**src/rtl/gpic_pkg.sv**
```systemverilog
package gpic_pkg;
    localparam int GRP_SIZE  = 8;
    localparam int SLOTS     = 8;
    localparam int CODE_W    = 3;
    localparam int RANK_W    = 4;
    localparam int SRC_W     = 6;
    localparam int DATA_W    = 32;
    localparam int ADDR_W    = 4;
    localparam int VEC_LSB   = 26;

    localparam int A_CTRL    = 0;
    localparam int A_ROUTE   = 1;
    localparam int A_VEC_LO  = 2;
    localparam int A_VEC_HI  = 3;
    localparam int A_MASK    = 4;
    localparam int A_PRIO    = 8;

    localparam logic [1:0] LINE_HIGH = 2'b01;

    // lowest bit of ranked slot k (k = 0 is slot 1)
    function automatic int slot_lsb(input int k);
        return (k < 3) ? (29 - 3 * k) : (12 - 3 * (k - 3));
    endfunction
endpackage

```
**src/rtl/gpic_regs.sv**
```systemverilog
module gpic_regs
    import gpic_pkg::*;
#(
    parameter int NUM_GROUPS = 4
) (
    input  logic                               clk,
    input  logic                               rst_n,
    input  logic                               wr,
    input  logic [ADDR_W-1:0]                  addr,
    input  logic [DATA_W-1:0]                  wdata,
    input  logic [DATA_W-1:0]                  vec_lo,
    input  logic [DATA_W-1:0]                  vec_hi,
    output logic [DATA_W-1:0]                  rdata,
    output logic [SRC_W-1:0]                   desig_src,
    output logic [1:0]                         desig_line,
    output logic [NUM_GROUPS*4-1:0]            route,
    output logic [NUM_GROUPS*GRP_SIZE-1:0]     mask,
    output logic [NUM_GROUPS*SLOTS*CODE_W-1:0] slots
);
    localparam int N_SRC = NUM_GROUPS * GRP_SIZE;
    localparam int MW    = (N_SRC + 31) / 32;
    localparam int RW    = NUM_GROUPS * 4;

    typedef struct packed {
        logic [SRC_W-1:0]                                dsrc;
        logic [1:0]                                      dline;
        logic [RW-1:0]                                   route;
        logic [N_SRC-1:0]                                mask;
        logic [NUM_GROUPS-1:0][SLOTS-1:0][CODE_W-1:0]    code;
    } state_t;

    state_t st_d, st_q;

    always_comb begin
        st_d = st_q;
        if (wr) begin
            if (addr == ADDR_W'(A_CTRL)) begin
                st_d.dsrc  = wdata[SRC_W-1:0];
                st_d.dline = wdata[9:8];
            end
            if (addr == ADDR_W'(A_ROUTE))
                st_d.route = wdata[RW-1:0];
            for (int w = 0; w < MW; w++)
                if (addr == ADDR_W'(A_MASK + w))
                    for (int b = 0; b < N_SRC; b++)
                        if (b / 32 == w) st_d.mask[b] = wdata[b % 32];
            for (int g = 0; g < NUM_GROUPS; g++)
                if (addr == ADDR_W'(A_PRIO + g))
                    for (int k = 0; k < SLOTS; k++)
                        st_d.code[g][k] = wdata[slot_lsb(k) +: CODE_W];
        end
    end

    always_ff @(posedge clk or negedge rst_n) begin
        if (!rst_n) st_q <= '0;
        else        st_q <= st_d;
    end

    always_comb begin
        rdata = '0;
        if (addr == ADDR_W'(A_CTRL)) begin
            rdata[SRC_W-1:0] = st_q.dsrc;
            rdata[9:8]       = st_q.dline;
        end
        if (addr == ADDR_W'(A_ROUTE))  rdata[RW-1:0] = st_q.route;
        if (addr == ADDR_W'(A_VEC_LO)) rdata = vec_lo;
        if (addr == ADDR_W'(A_VEC_HI)) rdata = vec_hi;
        for (int w = 0; w < MW; w++)
            if (addr == ADDR_W'(A_MASK + w))
                for (int b = 0; b < N_SRC; b++)
                    if (b / 32 == w) rdata[b % 32] = st_q.mask[b];
        for (int g = 0; g < NUM_GROUPS; g++)
            if (addr == ADDR_W'(A_PRIO + g))
                for (int k = 0; k < SLOTS; k++)
                    rdata[slot_lsb(k) +: CODE_W] = st_q.code[g][k];
    end

    assign desig_src  = st_q.dsrc;
    assign desig_line = st_q.dline;
    assign route      = st_q.route;
    assign mask       = st_q.mask;
    assign slots      = st_q.code;

    // the vector addresses are read-only
    p_vec_write_ignored_r4: assert property (@(posedge clk) disable iff (!rst_n)
        (wr && (addr == ADDR_W'(A_VEC_LO) || addr == ADDR_W'(A_VEC_HI)))
        |=> $stable(st_q));
endmodule

```
**src/rtl/gpic_rank.sv**
```systemverilog
module gpic_rank
    import gpic_pkg::*;
(
    input  logic [SLOTS*CODE_W-1:0]    codes,
    input  logic [3:0]                 route4,
    output logic [GRP_SIZE*RANK_W-1:0] rank,
    output logic [GRP_SIZE-1:0]        to_hi
);
    always_comb begin
        rank  = '0;
        to_hi = '0;
        for (int p = 0; p < GRP_SIZE; p++) begin
            logic [RANK_W-1:0] r;
            r = RANK_W'(SLOTS);
            for (int k = SLOTS - 1; k >= 0; k--)
                if (codes[k*CODE_W +: CODE_W] == CODE_W'(p)) r = RANK_W'(k);
            rank[p*RANK_W +: RANK_W] = r;
            to_hi[p] = (r == RANK_W'(0) && route4[3:2] == LINE_HIGH) ||
                       (r == RANK_W'(1) && route4[1:0] == LINE_HIGH);
        end
    end
endmodule

```
**src/rtl/gpic_pick.sv**
```systemverilog
module gpic_pick
    import gpic_pkg::*;
#(
    parameter int N_SRC = 32,
    localparam int IDX_W = $clog2(N_SRC)
) (
    input  logic [N_SRC-1:0]        cand,
    input  logic [N_SRC*RANK_W-1:0] rank,
    input  logic                    desig_hit,
    input  logic [IDX_W-1:0]        desig_idx,
    output logic                    valid,
    output logic [IDX_W-1:0]        win_idx
);
    logic [RANK_W-1:0] best;

    always_comb begin
        valid   = 1'b0;
        win_idx = '0;
        best    = '1;
        if (desig_hit) begin
            valid   = 1'b1;
            win_idx = desig_idx;
        end else begin
            // ascending scan: strict compare keeps lower group, then lower position
            for (int s = 0; s < N_SRC; s++)
                if (cand[s] && (!valid || rank[s*RANK_W +: RANK_W] < best)) begin
                    valid   = 1'b1;
                    best    = rank[s*RANK_W +: RANK_W];
                    win_idx = IDX_W'(s);
                end
        end
    end

    always_comb begin
        if (valid && !desig_hit)
            p_pick_is_candidate_r6: assert (cand[win_idx]);
    end
endmodule

```
**src/rtl/gpic.sv**
```systemverilog
module gpic
    import gpic_pkg::*;
#(
    parameter int NUM_GROUPS = 4,
    localparam int N_SRC = NUM_GROUPS * GRP_SIZE,
    localparam int IDX_W = $clog2(N_SRC)
) (
    input  logic                 clk,
    input  logic                 rst_n,
    input  logic [N_SRC-1:0]     irq_src,
    input  logic                 bus_wr,
    input  logic [ADDR_W-1:0]    bus_addr,
    input  logic [DATA_W-1:0]    bus_wdata,
    output logic [DATA_W-1:0]    bus_rdata,
    output logic                 irq_lo,
    output logic                 irq_hi
);
    localparam logic [SRC_W:0] N_SRC_V = (SRC_W + 1)'(N_SRC);

    logic [SRC_W-1:0]                   desig_src;
    logic [1:0]                         desig_line;
    logic [NUM_GROUPS*4-1:0]            route;
    logic [N_SRC-1:0]                   mask_bits;
    logic [NUM_GROUPS*SLOTS*CODE_W-1:0] slots;
    logic [N_SRC*RANK_W-1:0]            rank_all;
    logic [N_SRC-1:0]                   src_hi;
    logic [N_SRC-1:0]                   eligible, keep, cand_lo, cand_hi;
    logic                               desig_ok, desig_lo_hit, desig_hi_hit;
    logic [IDX_W-1:0]                   desig_idx, lo_idx, hi_idx;
    logic [DATA_W-1:0]                  vec_lo, vec_hi;

    gpic_regs #(.NUM_GROUPS(NUM_GROUPS)) u_regs (
        .clk(clk), .rst_n(rst_n), .wr(bus_wr), .addr(bus_addr), .wdata(bus_wdata),
        .vec_lo(vec_lo), .vec_hi(vec_hi), .rdata(bus_rdata),
        .desig_src(desig_src), .desig_line(desig_line), .route(route),
        .mask(mask_bits), .slots(slots)
    );

    for (genvar g = 0; g < NUM_GROUPS; g++) begin : g_grp
        gpic_rank u_rank (
            .codes (slots[g*SLOTS*CODE_W +: SLOTS*CODE_W]),
            .route4(route[g*4 +: 4]),
            .rank  (rank_all[g*GRP_SIZE*RANK_W +: GRP_SIZE*RANK_W]),
            .to_hi (src_hi[g*GRP_SIZE +: GRP_SIZE])
        );
    end

    always_comb begin
        desig_ok     = (desig_src != '0) && ({1'b0, desig_src} < N_SRC_V);
        desig_idx    = desig_src[IDX_W-1:0];
        eligible     = irq_src & mask_bits & ~N_SRC'(1);
        keep         = desig_ok ? ~(N_SRC'(1) << desig_idx) : '1;
        cand_hi      = eligible & keep & src_hi;
        cand_lo      = eligible & keep & ~src_hi;
        desig_hi_hit = desig_ok && eligible[desig_idx] && (desig_line == LINE_HIGH);
        desig_lo_hit = desig_ok && eligible[desig_idx] && (desig_line != LINE_HIGH);
    end

    gpic_pick #(.N_SRC(N_SRC)) u_pick_lo (
        .cand(cand_lo), .rank(rank_all), .desig_hit(desig_lo_hit),
        .desig_idx(desig_idx), .valid(irq_lo), .win_idx(lo_idx)
    );

    gpic_pick #(.N_SRC(N_SRC)) u_pick_hi (
        .cand(cand_hi), .rank(rank_all), .desig_hit(desig_hi_hit),
        .desig_idx(desig_idx), .valid(irq_hi), .win_idx(hi_idx)
    );

    assign vec_lo = irq_lo ? {SRC_W'(lo_idx), {VEC_LSB{1'b0}}} : '0;
    assign vec_hi = irq_hi ? {SRC_W'(hi_idx), {VEC_LSB{1'b0}}} : '0;

    // a winner is always a pending, enabled, real source
    p_lo_winner_live_r2: assert property (@(posedge clk) disable iff (!rst_n)
        irq_lo |-> (irq_src[lo_idx] && mask_bits[lo_idx] && lo_idx != '0));
    p_hi_winner_live_r2: assert property (@(posedge clk) disable iff (!rst_n)
        irq_hi |-> (irq_src[hi_idx] && mask_bits[hi_idx] && hi_idx != '0));
    // the high line only carries routed slots or the designated source
    p_hi_needs_route_r9: assert property (@(posedge clk) disable iff (!rst_n)
        (irq_hi && !desig_hi_hit) |-> src_hi[hi_idx]);
    // designated source beats slot arbitration on its own line
    p_desig_wins_r10: assert property (@(posedge clk) disable iff (!rst_n)
        desig_lo_hit |-> (irq_lo && lo_idx == desig_idx));
    // no source wins both lines
    p_one_line_r10: assert property (@(posedge clk) disable iff (!rst_n)
        !(irq_lo && irq_hi && lo_idx == hi_idx));
endmodule

```
**config.mk**
```make
export PLATFORM = sky130hd
export DESIGN_NAME = gpic
export DESIGN_NICKNAME = d
export VERILOG_FILES = /design/src/rtl/gpic_pkg.sv /design/src/rtl/gpic_regs.sv /design/src/rtl/gpic_rank.sv /design/src/rtl/gpic_pick.sv /design/src/rtl/gpic.sv
export SDC_FILE = /design/constraint.sdc
export NUM_CORES = 1
export LEC_CHECK = 0
export BUFFER_PORTS_ARGS = -buffer_cell sky130_fd_sc_hd__buf_2
export CORE_AREA = 2 2 262 264
export CTS_CLUSTER_DIAMETER = 150
export DETAILED_ROUTE_END_ITERATION = 7
export DIE_AREA = 0 0 264 266
export HOLD_SLACK_MARGIN = 0.05
export SYNTH_ARGS = -nofsm -noshare
export SYNTH_HDL_FRONTEND = slang
export SYNTH_SLANG_ARGS = --single-unit
```
**constraint.sdc**
```tcl
create_clock -name clk -period 140.1 [get_ports clk]
set_clock_uncertainty 0.2 [all_clocks]
set_input_delay 14.01 -clock clk [delete_from_list [all_inputs] [get_ports clk]]
set_output_delay 14.01 -clock clk [all_outputs]
set_load 0.005 [all_outputs]
```
==> impl_metrics.env <==
export IMPL_reg2reg_depth=1
export IMPL_timing_worst_slew_pin_value_ns=1.28
export IMPL_filler_cell_count=7251
export IMPL_cts_setup_buffers=0
export IMPL_critical_path_endpoint="bus_rdata[29]"
export IMPL_synthArstFlopShare=1.00
export IMPL_netlist_cell_type_count=124
export IMPL_worst_skew_pair_late_latency_ns=0.43
export IMPL_ys_dominant_reg_cell="dfrtp_1"
export IMPL_critPathMaxFanout=12
export IMPL_critPathLaunchType="input pin"
export IMPL_ys_warn_count=0
export IMPL_hold_path_class="flip-flop to flip-flop"
export IMPL_firstDrtPassIters=6
export IMPL_initialDrtViolationCount=2401
export IMPL_postRouteWirelength_um=87900
export IMPL_required_ns=125.89
export IMPL_overflow=0
export IMPL_number_of_enable_type_register_cells_in_the_synthesized_netlist=0
export IMPL_antenna_found_initial=1
export IMPL_r2r_setup_slack_ns=138.67
export IMPL_cts_made_buffers=17
export IMPL_max_cap_violations=0
export IMPL_via_per_inst=6.11
export IMPL_floorplan_initialDensity=0.344
export IMPL_std_cell_core_area_um2=67700
export IMPL_worst_ep_arrival_time_ns=69.21
export IMPL_synthesis_area_um2=23300
export IMPL_num_vias=24645
export IMPL_critical_path_reg2reg_endpoint="u_regs.desig_src[3]"
export IMPL_area_delta_synth_final_pct=7.24
export IMPL_hpwlAfterDp_um=70500
export IMPL_cts_sinks=152
export IMPL_critical_path_most_common_cell="ha_1"
export IMPL_port_buffer_count=103
export IMPL_layout_drive_gt1_share=0.147
export IMPL_std_cell_rows=96
export IMPL_cts_clk_slew_worst_paths_ns=0.06
export IMPL_crit_slowest_cell="a31oi_1"
export IMPL_grt_setup_unrepaired="no"
export IMPL_critPathMaxStageDelay_ns=0.72
export IMPL_timing_hold_violations_final=0
export IMPL_htree_num_levels=4
export IMPL_post_syn_area_per_cell_um2=7.40
export IMPL_grt_pass1_wl_um=134000
export IMPL_final_antenna_net_count=0
export IMPL_synth_seq_cells=152
export IMPL_cts_max_path_buffers=2
export IMPL_postCtsResizedCells=0
export IMPL_timing_slew_headroom=0.136
export IMPL_timing_final_crit_share=0.595
export IMPL_design_portCount=105
export IMPL_timing_setup_critical_path_class="input pin to primary output"
export IMPL_worst_setup_path_end_kind="primary output"
export IMPL_post_drt_wl_per_cell_um=21.8
export IMPL_period_minus_slack_ns=83.42
export IMPL_rr_startpoint="u_regs.desig_src[3]"
export IMPL_finalSetupViolCount=0
export IMPL_grt_start_max_net_pins=86
export IMPL_cts_hold_buffers=0
export IMPL_seq_area_frac_synth=0.163
export IMPL_remaining_design_rule_violation_count=0
export IMPL_outcome="completed"
export IMPL_post_synth_inst_count=3153
export IMPL_clockRootBuffer="clkbuf_16"
export IMPL_finalNetCount=3392
export IMPL_worstSetupStartpoint="irq_src[1]"
export IMPL_synthesis_nets=3404
export IMPL_die_area_um2=70200
export IMPL_floorplan_die_height_um=266
export IMPL_final_setup_tns_ns=0
export IMPL_dieWidth_um=264
export IMPL_gp_congestion=0.965
export IMPL_cts_tree="yes"
export IMPL_min_from="u_regs.mask[27]"
export IMPL_max_clock_freq_mhz=12.0
export IMPL_grt_pass1_vias=22487
export IMPL_grtUsageTotal=0.243
export IMPL_drv_slew=0
-- kinds of logic after synthesis --
group	count (synthesis)	share of synthesized area
compound gates	974	0.291
fa+ha+maj	180	0.0966
buf+inv	293	0.0511
flops	152	0.163
mux	191	0.0954
simple gates	1363	0.302
-- worst min path at each step --
stage                            endpoint  cells past startpoint  slack (ns)
after floorplan            u_regs.mask[0]                      1        0.28
after global placement     u_regs.mask[0]                      1        0.30
after detailed placement   u_regs.mask[0]                      1        0.30
after CTS                 u_regs.mask[27]                      1        0.33
after global routing       u_regs.mask[7]                      1        0.35
final                     u_regs.mask[27]                      1        0.33
-- per-stage QoR --
stage	instance area (um2)	setup WS [ns]	hold slack, ns	std cells	util
finish	25000	56.68	0.329	4036	0.369
global route	25000	51.50	0.347	4035	0.369
CTS	25000	57.48	0.329	4035	0.369
detailed placement	24400	57.65	0.298	4004	0.361
global placement	24400	57.71	0.296	4004	0.361
floorplan	23300	66.32	0.280	3153	-
-- state kept, by name, indices dropped and copies added (netlist names) --
name / cells
u_regs.mask: 32
u_regs.slots: 96
u_regs.desig_line: 2
u_regs.desig_src: 6
u_regs.route: 16
-- Yosys cell counts, types with 58 or more instances --
| library cell | number | area (um2) |
|---|---|---|
| a21oi_1 | 210 | 1050 |
| a21o_1 | 89 | 668 |
| ha_1 | 180 | 2250 |
| a31oi_1 | 66 | 413 |
| nor3_1 | 79 | 395 |
| dfrtp_1 | 152 | 3800 |
| mux2_2 | 167 | 1880 |
| clkbuf_1 | 118 | 443 |
| nor2_1 | 314 | 1180 |
| o21ai_0 | 174 | 871 |
| nand2_1 | 335 | 1260 |
| nand3_1 | 121 | 606 |
| nand2b_1 | 83 | 519 |
| nor2b_1 | 58 | 363 |
| inv_1 | 137 | 514 |
| nor3b_1 | 59 | 443 |
-- critical path: cells and delay by family --
kind | cells | cell delay [ns]
multiplexers | 9 | 2.99
AND/OR/NAND/NOR | 48 | 9.61
adder cells (fa/ha/maj) | 30 | 8.83
buffers and inverters | 21 | 2.21
AO/OA/AOI/OAI | 132 | 31.50
-- layer usage --
layer / track usage / part of all wire / vias up
met5: 0 / 0 / -
met4: 0.0823 / 0.038 / 0
met3: 0.0283 / 0.081 / 179
met2: 0.392 / 0.44 / 1095
met1: 0.336 / 0.44 / 11660
li1: - / - / 11711
-- cells in the final DEF, fill, tap and decap left out, types with 17 or more instances in the layout --
cell type / count
nand2_1: 335
nor2_1: 314
a21oi_1: 210
ha_1: 180
o21ai_0: 174
mux2_2: 167
dfrtp_1: 152
inv_1: 137
nand3_1: 121
buf_2: 102
a21o_1: 89
nand2b_1: 83
nor3_1: 77
a31oi_1: 66
nor3b_1: 59
nor2b_1: 58
o21a_1: 51
or3_1: 49
nand3b_1: 42
a211oi_1: 39
and2_1: 37
or2_2: 36
and3_1: 30
a22oi_1: 30
o211ai_1: 27
a21boi_0: 25
o31ai_1: 22
o22ai_1: 21
or3b_2: 20
buf_4: 19
clkbuf_16: 17
-- final cells by class --
class,instances,area (um2),area share
multi-input cells,2708,18300,0.733
clock inverters,9,91.3,0.00365
diodes,1,2.50,0.000100
clock buffers,22,484,0.0194
flip-flops and latches,152,3800,0.152
inverters,140,526,0.0210
repair buffers,122,664,0.0266
well taps,882,1100,0.0441
Power is not shown: default switching activity piles up to over one toggle a cycle in this logic, so the estimate is an artifact.
